**config.mk**
```make
export PLATFORM = sky130hd
export DESIGN_NAME = sio_block_port
export DESIGN_NICKNAME = d
export VERILOG_FILES = /design/src/rtl/sio_pkg.sv /design/src/rtl/sio_sync.sv /design/src/rtl/sio_buf_ram.sv /design/src/rtl/sio_xfer_core.sv /design/src/rtl/sio_block_port.sv
export SDC_FILE = /design/constraint.sdc
export NUM_CORES = 1
export LEC_CHECK = 0
export BUFFER_PORTS_ARGS = -buffer_cell sky130_fd_sc_hd__clkbuf_2
export CORE_UTILIZATION = 55
export CTS_CLUSTER_SIZE = 14
export DETAILED_ROUTE_END_ITERATION = 16
export GPL_ROUTABILITY_DRIVEN = 0
export PLACE_DENSITY = 0.71
export SLEW_MARGIN = 20
export SYNTH_ARGS = -nofsm -noshare
export SYNTH_HDL_FRONTEND = slang
export SYNTH_SLANG_ARGS = --single-unit
```
**constraint.sdc**
```tcl
create_clock -name clk -period 17.3 [get_ports clk]
set_input_delay 1.73 -clock clk [delete_from_list [all_inputs] [get_ports clk]]
set_output_delay 1.73 -clock clk [all_outputs]
set_load 0.02 [all_outputs]
```
**src/rtl/sio_pkg.sv**
```systemverilog
package sio_pkg;
    localparam int BYTE_W = 8;

    typedef enum logic [2:0] {
        ST_IDLE,
        ST_LOAD,
        ST_MLO,
        ST_MHI,
        ST_SRUN,
        ST_SGAP
    } sio_state_e;
endpackage

```
**src/rtl/sio_sync.sv**
```systemverilog
module sio_sync #(
    parameter int             W       = 1,
    parameter logic [W-1:0]   RST_VAL = '0
) (
    input  logic         clk,
    input  logic         rst_n,
    input  logic [W-1:0] d,
    output logic [W-1:0] q
);
    logic [W-1:0] meta_q;
    logic [W-1:0] hold_q;

    always_ff @(posedge clk or negedge rst_n) begin
        if (!rst_n) begin
            meta_q <= RST_VAL;
            hold_q <= RST_VAL;
        end else begin
            meta_q <= d;
            hold_q <= meta_q;
        end
    end

    assign q = hold_q;
endmodule

```
**src/rtl/sio_buf_ram.sv**
```systemverilog
module sio_buf_ram #(
    parameter int DEPTH = 128,
    parameter int DW    = 8,
    localparam int AW   = $clog2(DEPTH)
) (
    input  logic          clk,
    input  logic          core_we,
    input  logic [AW-1:0] core_waddr,
    input  logic [DW-1:0] core_wdata,
    input  logic [AW-1:0] core_raddr,
    output logic [DW-1:0] core_rdata,
    input  logic          host_we,
    input  logic [AW-1:0] host_addr,
    input  logic [DW-1:0] host_wdata,
    output logic [DW-1:0] host_rdata
);
    logic [DW-1:0] mem [DEPTH];

    always_ff @(posedge clk) begin
        if (core_we) begin
            mem[core_waddr] <= core_wdata;
        end else if (host_we) begin
            mem[host_addr] <= host_wdata;
        end
    end

    assign core_rdata = mem[core_raddr];
    assign host_rdata = mem[host_addr];
endmodule

```
**src/rtl/sio_xfer_core.sv**
```systemverilog
module sio_xfer_core
    import sio_pkg::*;
#(
    parameter int DEPTH    = 128,
    parameter int HALF_DIV = 4,
    parameter int MASK_CYC = 3,
    parameter int GAP_CYC  = 6,
    localparam int AW = $clog2(DEPTH),
    localparam int LW = AW + 1
) (
    input  logic              clk,
    input  logic              rst_n,
    input  logic              start,
    input  logic [LW-1:0]     xfer_len,
    input  logic              slave_mode,
    input  logic              split_mode,
    input  logic              sck_s,
    input  logic              cs_s,
    input  logic              sdi_s,
    input  logic              sdi_raw,
    output logic [AW-1:0]     rd_addr,
    input  logic [BYTE_W-1:0] rd_data,
    output logic              wr_en,
    output logic [AW-1:0]     wr_addr,
    output logic [BYTE_W-1:0] wr_data,
    output logic              sck_o,
    output logic              sdo,
    output logic              busy,
    output logic              done,
    output logic              slave_q
);
    localparam int DW = $clog2(HALF_DIV + 1);
    localparam int MW = $clog2(MASK_CYC + 1);
    localparam int GW = $clog2(GAP_CYC + 1);
    localparam int BCW = $clog2(BYTE_W + 1);
    localparam logic [LW-1:0]  FULL_LIM = LW'(DEPTH);
    localparam logic [LW-1:0]  HALF_LIM = LW'(DEPTH / 2);
    localparam logic [DW-1:0]  DIV_LAST = DW'(HALF_DIV - 1);
    localparam logic [GW-1:0]  GAP_LAST = GW'(GAP_CYC - 1);
    localparam logic [MW-1:0]  MASK_LD  = MW'(MASK_CYC);
    localparam logic [BCW-1:0] BITS     = BCW'(BYTE_W);

    typedef struct packed {
        sio_state_e        st;
        logic [AW-1:0]     idx;
        logic [LW-1:0]     cnt;
        logic [BCW-1:0]    bitc;
        logic [DW-1:0]     div;
        logic [GW-1:0]     gap;
        logic [MW-1:0]     mask;
        logic [BYTE_W-1:0] tx;
        logic [BYTE_W-1:0] rx;
        logic              sck;
        logic              done;
        logic              sck_prev;
        logic              cs_prev;
        logic              slave;
        logic              split;
    } core_t;

    core_t r_q, r_d;

    logic              fall, rise, cs_fall, edge_ok, byte_end;
    logic [LW-1:0]     lim, len_eff;
    logic [BYTE_W-1:0] rx_new;

    assign rd_addr = r_q.idx;
    assign wr_addr = r_q.split ? (r_q.idx + AW'(HALF_LIM)) : r_q.idx;

    always_comb begin
        r_d      = r_q;
        wr_en    = 1'b0;
        wr_data  = r_q.rx;
        byte_end = 1'b0;
        rx_new   = {r_q.rx[BYTE_W-2:0], sdi_s};

        fall    = r_q.sck_prev & ~sck_s;
        rise    = ~r_q.sck_prev & sck_s;
        cs_fall = r_q.cs_prev & ~cs_s;
        r_d.sck_prev = sck_s;
        r_d.cs_prev  = cs_s;

        if (cs_fall) begin
            r_d.mask = MASK_LD;
        end else if (r_q.mask != '0) begin
            r_d.mask = r_q.mask - 1'b1;
        end
        edge_ok = ~cs_s & ~cs_fall & (r_q.mask == '0);

        lim     = split_mode ? HALF_LIM : FULL_LIM;
        len_eff = (xfer_len > lim) ? lim : xfer_len;

        case (r_q.st)
            ST_IDLE: begin
                if (start) begin
                    r_d.done  = 1'b0;
                    r_d.slave = slave_mode;
                    r_d.split = split_mode;
                    r_d.idx   = '0;
                    if (len_eff == '0) begin
                        r_d.done = 1'b1;
                    end else begin
                        r_d.cnt = len_eff;
                        r_d.st  = ST_LOAD;
                    end
                end
            end
            ST_LOAD: begin
                r_d.tx   = rd_data;
                r_d.rx   = '0;
                r_d.bitc = '0;
                r_d.div  = '0;
                if (r_q.slave) begin
                    r_d.st = ST_SRUN;
                end else begin
                    r_d.st  = ST_MLO;
                    r_d.sck = 1'b0;
                end
            end
            ST_MLO: begin
                if (r_q.div == DIV_LAST) begin
                    r_d.div  = '0;
                    r_d.sck  = 1'b1;
                    r_d.rx   = {r_q.rx[BYTE_W-2:0], sdi_raw};
                    r_d.bitc = r_q.bitc + 1'b1;
                    r_d.st   = ST_MHI;
                end else begin
                    r_d.div = r_q.div + 1'b1;
                end
            end
            ST_MHI: begin
                if (r_q.div == DIV_LAST) begin
                    r_d.div = '0;
                    if (r_q.bitc == BITS) begin
                        wr_en    = 1'b1;
                        byte_end = 1'b1;
                    end else begin
                        r_d.sck = 1'b0;
                        r_d.tx  = {r_q.tx[BYTE_W-2:0], 1'b0};
                        r_d.st  = ST_MLO;
                    end
                end else begin
                    r_d.div = r_q.div + 1'b1;
                end
            end
            ST_SRUN: begin
                if (edge_ok) begin
                    if (fall && r_q.bitc != '0) begin
                        r_d.tx = {r_q.tx[BYTE_W-2:0], 1'b0};
                    end
                    if (rise) begin
                        r_d.rx   = rx_new;
                        r_d.bitc = r_q.bitc + 1'b1;
                        if (r_q.bitc == BITS - 1'b1) begin
                            wr_en    = 1'b1;
                            wr_data  = rx_new;
                            byte_end = 1'b1;
                        end
                    end
                end
            end
            ST_SGAP: begin
                if (r_q.gap == '0) begin
                    r_d.st = ST_LOAD;
                end else begin
                    r_d.gap = r_q.gap - 1'b1;
                end
            end
            default: r_d.st = ST_IDLE;
        endcase

        if (byte_end) begin
            r_d.idx = r_q.idx + 1'b1;
            r_d.cnt = r_q.cnt - 1'b1;
            r_d.gap = GAP_LAST;
            if (r_q.cnt == LW'(1)) begin
                r_d.st   = ST_IDLE;
                r_d.done = 1'b1;
            end else begin
                r_d.st = r_q.slave ? ST_SGAP : ST_LOAD;
            end
        end
    end

    always_ff @(posedge clk or negedge rst_n) begin
        if (!rst_n) begin
            r_q          <= '0;
            r_q.st       <= ST_IDLE;
            r_q.sck      <= 1'b1;
            r_q.sck_prev <= 1'b1;
            r_q.cs_prev  <= 1'b1;
        end else begin
            r_q <= r_d;
        end
    end

    assign sck_o   = r_q.sck;
    assign sdo     = r_q.tx[BYTE_W-1];
    assign busy    = (r_q.st != ST_IDLE);
    assign done    = r_q.done;
    assign slave_q = r_q.slave;

    // checker state: length of the current shift clock phase and of the gap
    logic [DW:0] ph_q;
    logic        sck_seen_q;
    logic [GW:0] gap_seen_q;

    always_ff @(posedge clk or negedge rst_n) begin
        if (!rst_n) begin
            ph_q       <= (DW+1)'(HALF_DIV);
            sck_seen_q <= 1'b1;
            gap_seen_q <= '0;
        end else begin
            sck_seen_q <= r_q.sck;
            if (r_q.sck != sck_seen_q) begin
                ph_q <= (DW+1)'(1);
            end else if (ph_q < (DW+1)'(HALF_DIV)) begin
                ph_q <= ph_q + 1'b1;
            end
            gap_seen_q <= (r_q.st == ST_SGAP) ? gap_seen_q + 1'b1 : '0;
        end
    end

    a_r5_min_phase: assert property (@(posedge clk) disable iff (!rst_n)
        (!r_q.slave && r_q.sck != sck_seen_q) |-> (ph_q >= (DW+1)'(HALF_DIV)));

    a_r6_mask_holds: assert property (@(posedge clk) disable iff (!rst_n)
        (r_q.st == ST_SRUN && r_q.mask != '0) |=> (r_q.bitc == $past(r_q.bitc)));

    a_r7_gap_len: assert property (@(posedge clk) disable iff (!rst_n)
        ($past(r_q.st) == ST_SGAP && r_q.st == ST_LOAD) |-> (gap_seen_q == (GW+1)'(GAP_CYC)));

    a_r8_cs_gate: assert property (@(posedge clk) disable iff (!rst_n)
        (r_q.st == ST_SRUN && cs_s) |=> (r_q.bitc == $past(r_q.bitc)));

    a_r9_done_source: assert property (@(posedge clk) disable iff (!rst_n)
        $rose(r_q.done) |-> ($past(wr_en) || $past(start)));

    a_r3_split_idx: assert property (@(posedge clk) disable iff (!rst_n)
        (r_q.split && busy) |-> (r_q.idx <= AW'(HALF_LIM)));
endmodule

```
**src/rtl/sio_block_port.sv**
```systemverilog
module sio_block_port
    import sio_pkg::*;
#(
    parameter int DEPTH    = 128,
    parameter int HALF_DIV = 4,
    parameter int MASK_CYC = 3,
    parameter int GAP_CYC  = 6,
    localparam int AW = $clog2(DEPTH),
    localparam int LW = AW + 1
) (
    input  logic              clk,
    input  logic              rst_n,
    input  logic              start,
    input  logic [LW-1:0]     xfer_len,
    input  logic              slave_mode,
    input  logic              split_mode,
    output logic              busy,
    output logic              done,
    input  logic              host_we,
    input  logic [AW-1:0]     host_addr,
    input  logic [BYTE_W-1:0] host_wdata,
    output logic [BYTE_W-1:0] host_rdata,
    output logic              sck_o,
    output logic              sck_oe,
    input  logic              sck_i,
    output logic              sdo,
    output logic              sdo_oe,
    input  logic              sdi,
    output logic              cs_n_o,
    input  logic              cs_n_i
);
    logic [2:0]        pins_s;
    logic              sck_s, cs_s, sdi_s;
    logic [AW-1:0]     rd_addr, wr_addr;
    logic [BYTE_W-1:0] rd_data, wr_data;
    logic              wr_en, slave_q, master_on;

    sio_sync #(.W(3), .RST_VAL(3'b110)) u_sync (
        .clk   (clk),
        .rst_n (rst_n),
        .d     ({sck_i, cs_n_i, sdi}),
        .q     (pins_s)
    );
    assign {sck_s, cs_s, sdi_s} = pins_s;

    sio_buf_ram #(.DEPTH(DEPTH), .DW(BYTE_W)) u_ram (
        .clk        (clk),
        .core_we    (wr_en),
        .core_waddr (wr_addr),
        .core_wdata (wr_data),
        .core_raddr (rd_addr),
        .core_rdata (rd_data),
        .host_we    (host_we),
        .host_addr  (host_addr),
        .host_wdata (host_wdata),
        .host_rdata (host_rdata)
    );

    sio_xfer_core #(
        .DEPTH    (DEPTH),
        .HALF_DIV (HALF_DIV),
        .MASK_CYC (MASK_CYC),
        .GAP_CYC  (GAP_CYC)
    ) u_core (
        .clk        (clk),
        .rst_n      (rst_n),
        .start      (start),
        .xfer_len   (xfer_len),
        .slave_mode (slave_mode),
        .split_mode (split_mode),
        .sck_s      (sck_s),
        .cs_s       (cs_s),
        .sdi_s      (sdi_s),
        .sdi_raw    (sdi),
        .rd_addr    (rd_addr),
        .rd_data    (rd_data),
        .wr_en      (wr_en),
        .wr_addr    (wr_addr),
        .wr_data    (wr_data),
        .sck_o      (sck_o),
        .sdo        (sdo),
        .busy       (busy),
        .done       (done),
        .slave_q    (slave_q)
    );

    assign master_on = busy & ~slave_q;
    assign sck_oe    = master_on;
    assign cs_n_o    = ~master_on;
    assign sdo_oe    = busy & (slave_q ? ~cs_s : 1'b1);

    a_r8_slave_no_sck_drive: assert property (@(posedge clk) disable iff (!rst_n)
        (busy && slave_q) |-> !sck_oe);
endmodule

```
==> metrics <==
Synth area leader=edfxtp_1; layout cells sized above 1=27.1%; final worst-path cycle share=46.6%; Max Slew Vio Count=0; CTS Hold Bufs=0; Yosys top cell area share=59.4%; post-DP HPWL=96400 um; setup bufs post-CTS=0; vias per cell=7.28; Fin Clk Skew=0.0260 ns; syn nets=roughly 3000; PortBufs=46; main area contributors after synthesis=edfxtp_1 (59%), mux4_2 (19%), mux2i_1 (6.2%); Hold Violations, Final=0; Fmax=0.124 GHz; Clock Sink Count=approximately 1100; Antenna diodes=0; vias in the first global route=31400; Num CTS Buffers=110; HP Class=reg2reg; peak supply drop=0.0000800 V; Warnings, synthesis=0; Reg power frac=50.1%; drt total wl=about 150000 um; Syn Inst Count=2967; H-tree levels=3; Critical Path Fanout Max=about 110; final worst setup slack=9.24 ns; total number of vias=31700; PD cells=101 nW/um^2; hold_ws=around 0.35 ns; internal cell power=4.56 mW; static leakage=20.7 nW; total congestion overflow=0; core area=a little over 90000 sq um; Sw Pwr=1.22 mW; Longest Clk Path Bufs=3; Main synth FF type=edfxtp_1; post-synthesis sequential area ratio=62.3%; Syn Area/Cell=17.4 sq um; EDFF count, synth=1024; Synth Cell Area=between 50000 and 60000 sq um; Comb power frac=5.0%; Setup WS pre-CTS=9.32 ns; GRT Util Overall=between 30% and 40%; most frequent cell after synthesis=edfxtp_1; initial DRC count=around 5400; clock root buffer=clkbuf_16; Setup violations, final=0; critical path arrival=roughly 6.3 ns; final core utilization=61.6%; initial antenna violation count=6; # nets final=3040; post-route ant nets=0; IO Pins=47; Setup CP Type=in2out; Clk pwr share=roughly 45%; Slew HR=16.5%; worst endpoint required time=15.57 ns; post-CTS resize count=0; CP Launch Type=input port; RSZ-0062 raised after global routing=false; FF+latch count, synth=1082; CP endpoint kind=output port; slew at the pin closest to its max-slew limit=1.24 ns; clock-pin transition on the worst setup and hold timing paths=roughly 0.06 ns; Pre-antenna DRT Iters=7; remaining routing DRC violations=0; switching share of power=roughly a fifth; Die Span Y=just over 300 um; min cycle time layout=roughly 8.1 ns; CTS tree=done; Die ar.=95300 sq um; Clk Latency, worst-skew pair=0.70 ns; Post-synth top cells=edfxtp_1 (1024), mux4_2 (432), mux2i_1 (319); Die X=309 um; Cell variety after synth=between 60 and 70; initial core utilization=between 50% and 60%; asr flop ratio synth=5.36%; FP Rows=112; synthesis-to-finish area growth=11.0%; status=complete, no violations; Max-Cap Viols=0; first-pass GRT wire length=221000 um; Pwr Total=between 5 and 6 mW; final setup TNS=0 ns; largest net degree at the start of global routing=138; WL/cell=around 36 um; Fill cells=between 6000 and 7000
[power by group through the flow]
stage / clock network [mW] / registers (mW) / logic, mW
floorplan: 0 / 2.97 / 0.177
global placement: 0 / 2.95 / 0.274
detailed placement: 0 / 2.95 / 0.284
CTS: 2.61 / 2.90 / 0.285
global route: 2.70 / 2.90 / 0.303
finish: 2.59 / 2.90 / 0.292
[cell usage in the layout, fill, tap and decap left out, types with 8 or more instances in the layout]
master     netlist  final
edfxtp_1      1024   1024
mux4_2         432    432
mux2i_1        319    319
nand2_1        167    167
a22oi_1        153    153
nor2_1         167    143
clkbuf_16        0    114
buf_4           25     98
dfrtp_1         51     47
clkbuf_2         0     42
nand3_1         36     36
o22ai_1         33     33
a21oi_1         29     28
nor2_2           1     25
bufinv_16        0     24
o21ai_0         22     22
a31oi_1         36     21
clkinv_2         0     21
clkbuf_1        78     18
nor3_1          17     17
nor2b_1         16     16
clkinv_1         0     16
nand2b_1        15     15
inv_1           14     14
nor4_1          16     14
o2111ai_1       14     14
nand4_1         13     13
o41ai_1         14     11
ha_1            11     11
and2_1           9      9
a31oi_4          0      8
and3_1           8      8
[flip-flops by register name, summed over array words and instances, names as in the netlist]
signal,cells
u_sync.meta_q,3
u_core.sck_o,1
u_core.sdo,1
u_ram.mem,1024
u_core.r_q,41
u_core.done,1
u_core.slave_q,1
u_core.rd_addr,7
u_sync.q,3
[path summary, 6_finish.rpt]
kind,from,endpoint,slack (ns),cells past startpoint
setup / recovery,host_addr[1],host_rdata[7],9.24,8
hold / removal,u_sync.meta_q[0]$_DFF_PN0_,u_sync.q[0]$_DFF_PN0_,0.35,0
setup reg to reg,u_core.rd_addr[0]$_DFFE_PN0P_,u_core.r_q[15]$_DFFE_PN0P_,12.33,9
hold reg to reg,u_sync.meta_q[0]$_DFF_PN0_,u_sync.q[0]$_DFF_PN0_,0.35,0
max in group asynchronous,rst_n,u_core.rd_addr[1]$_DFFE_PN0P_,15.49,2
min in group asynchronous,rst_n,u_core.r_q[12]$_DFFE_PN0P_,1.19,2
[kinds of logic (layout without fill, tap and decap cells)]
family | after synthesis | in the layout | share of synthesized area (%)
AO/OA/AOI/OAI | 358 | 358 | 4.90
XOR/XNOR | 6 | 6 | 0.102
adder cells (fa/ha/maj) | 11 | 11 | 0.266
buffers and inverters | 244 | 369 | 2.68
flip-flops | 1082 | 1082 | 62.3
multiplexers | 756 | 756 | 25.1
AND/OR/NAND/NOR | 510 | 510 | 4.69
[cell type report]
class	count	area (sq um)	area share (%)
well taps	1254	1570	2.73
inverters	14	52.6	0.0915
flip-flops and latches	1082	32200	56.1
clock buffers	133	2930	5.11
repair buffers	148	1090	1.91
clock inverters	74	1000	1.74
multi-input cells	1641	18500	32.3
[through the flow]
step,instances,cell area (sq um)
2_1_floorplan,2967,51700
3_3_place_gp,4137,53300
3_5_place_dp,4138,53400
4_1_cts,4345,57300
5_1_grt,4346,57400
6_report,4346,57400
[metal layers]
metal	global-route usage [%]	vias up	share of wire (%)
li1	-	12400	-
met1	44.5	16300	36
met2	48.2	2433	45
met3	10.0	443	14
met4	17.0	10	5.6
met5	0	-	0.038
[critical path, stage by stage]
cell      delay (ns)
buf_8           0.55
buf_12          0.60
buf_4           0.85
mux4_2          0.41
mux4_2          0.54
o22ai_1         0.88
nor4_1          0.29
clkbuf_2        0.25
Note: power is estimated with default switching activity, not from simulation.
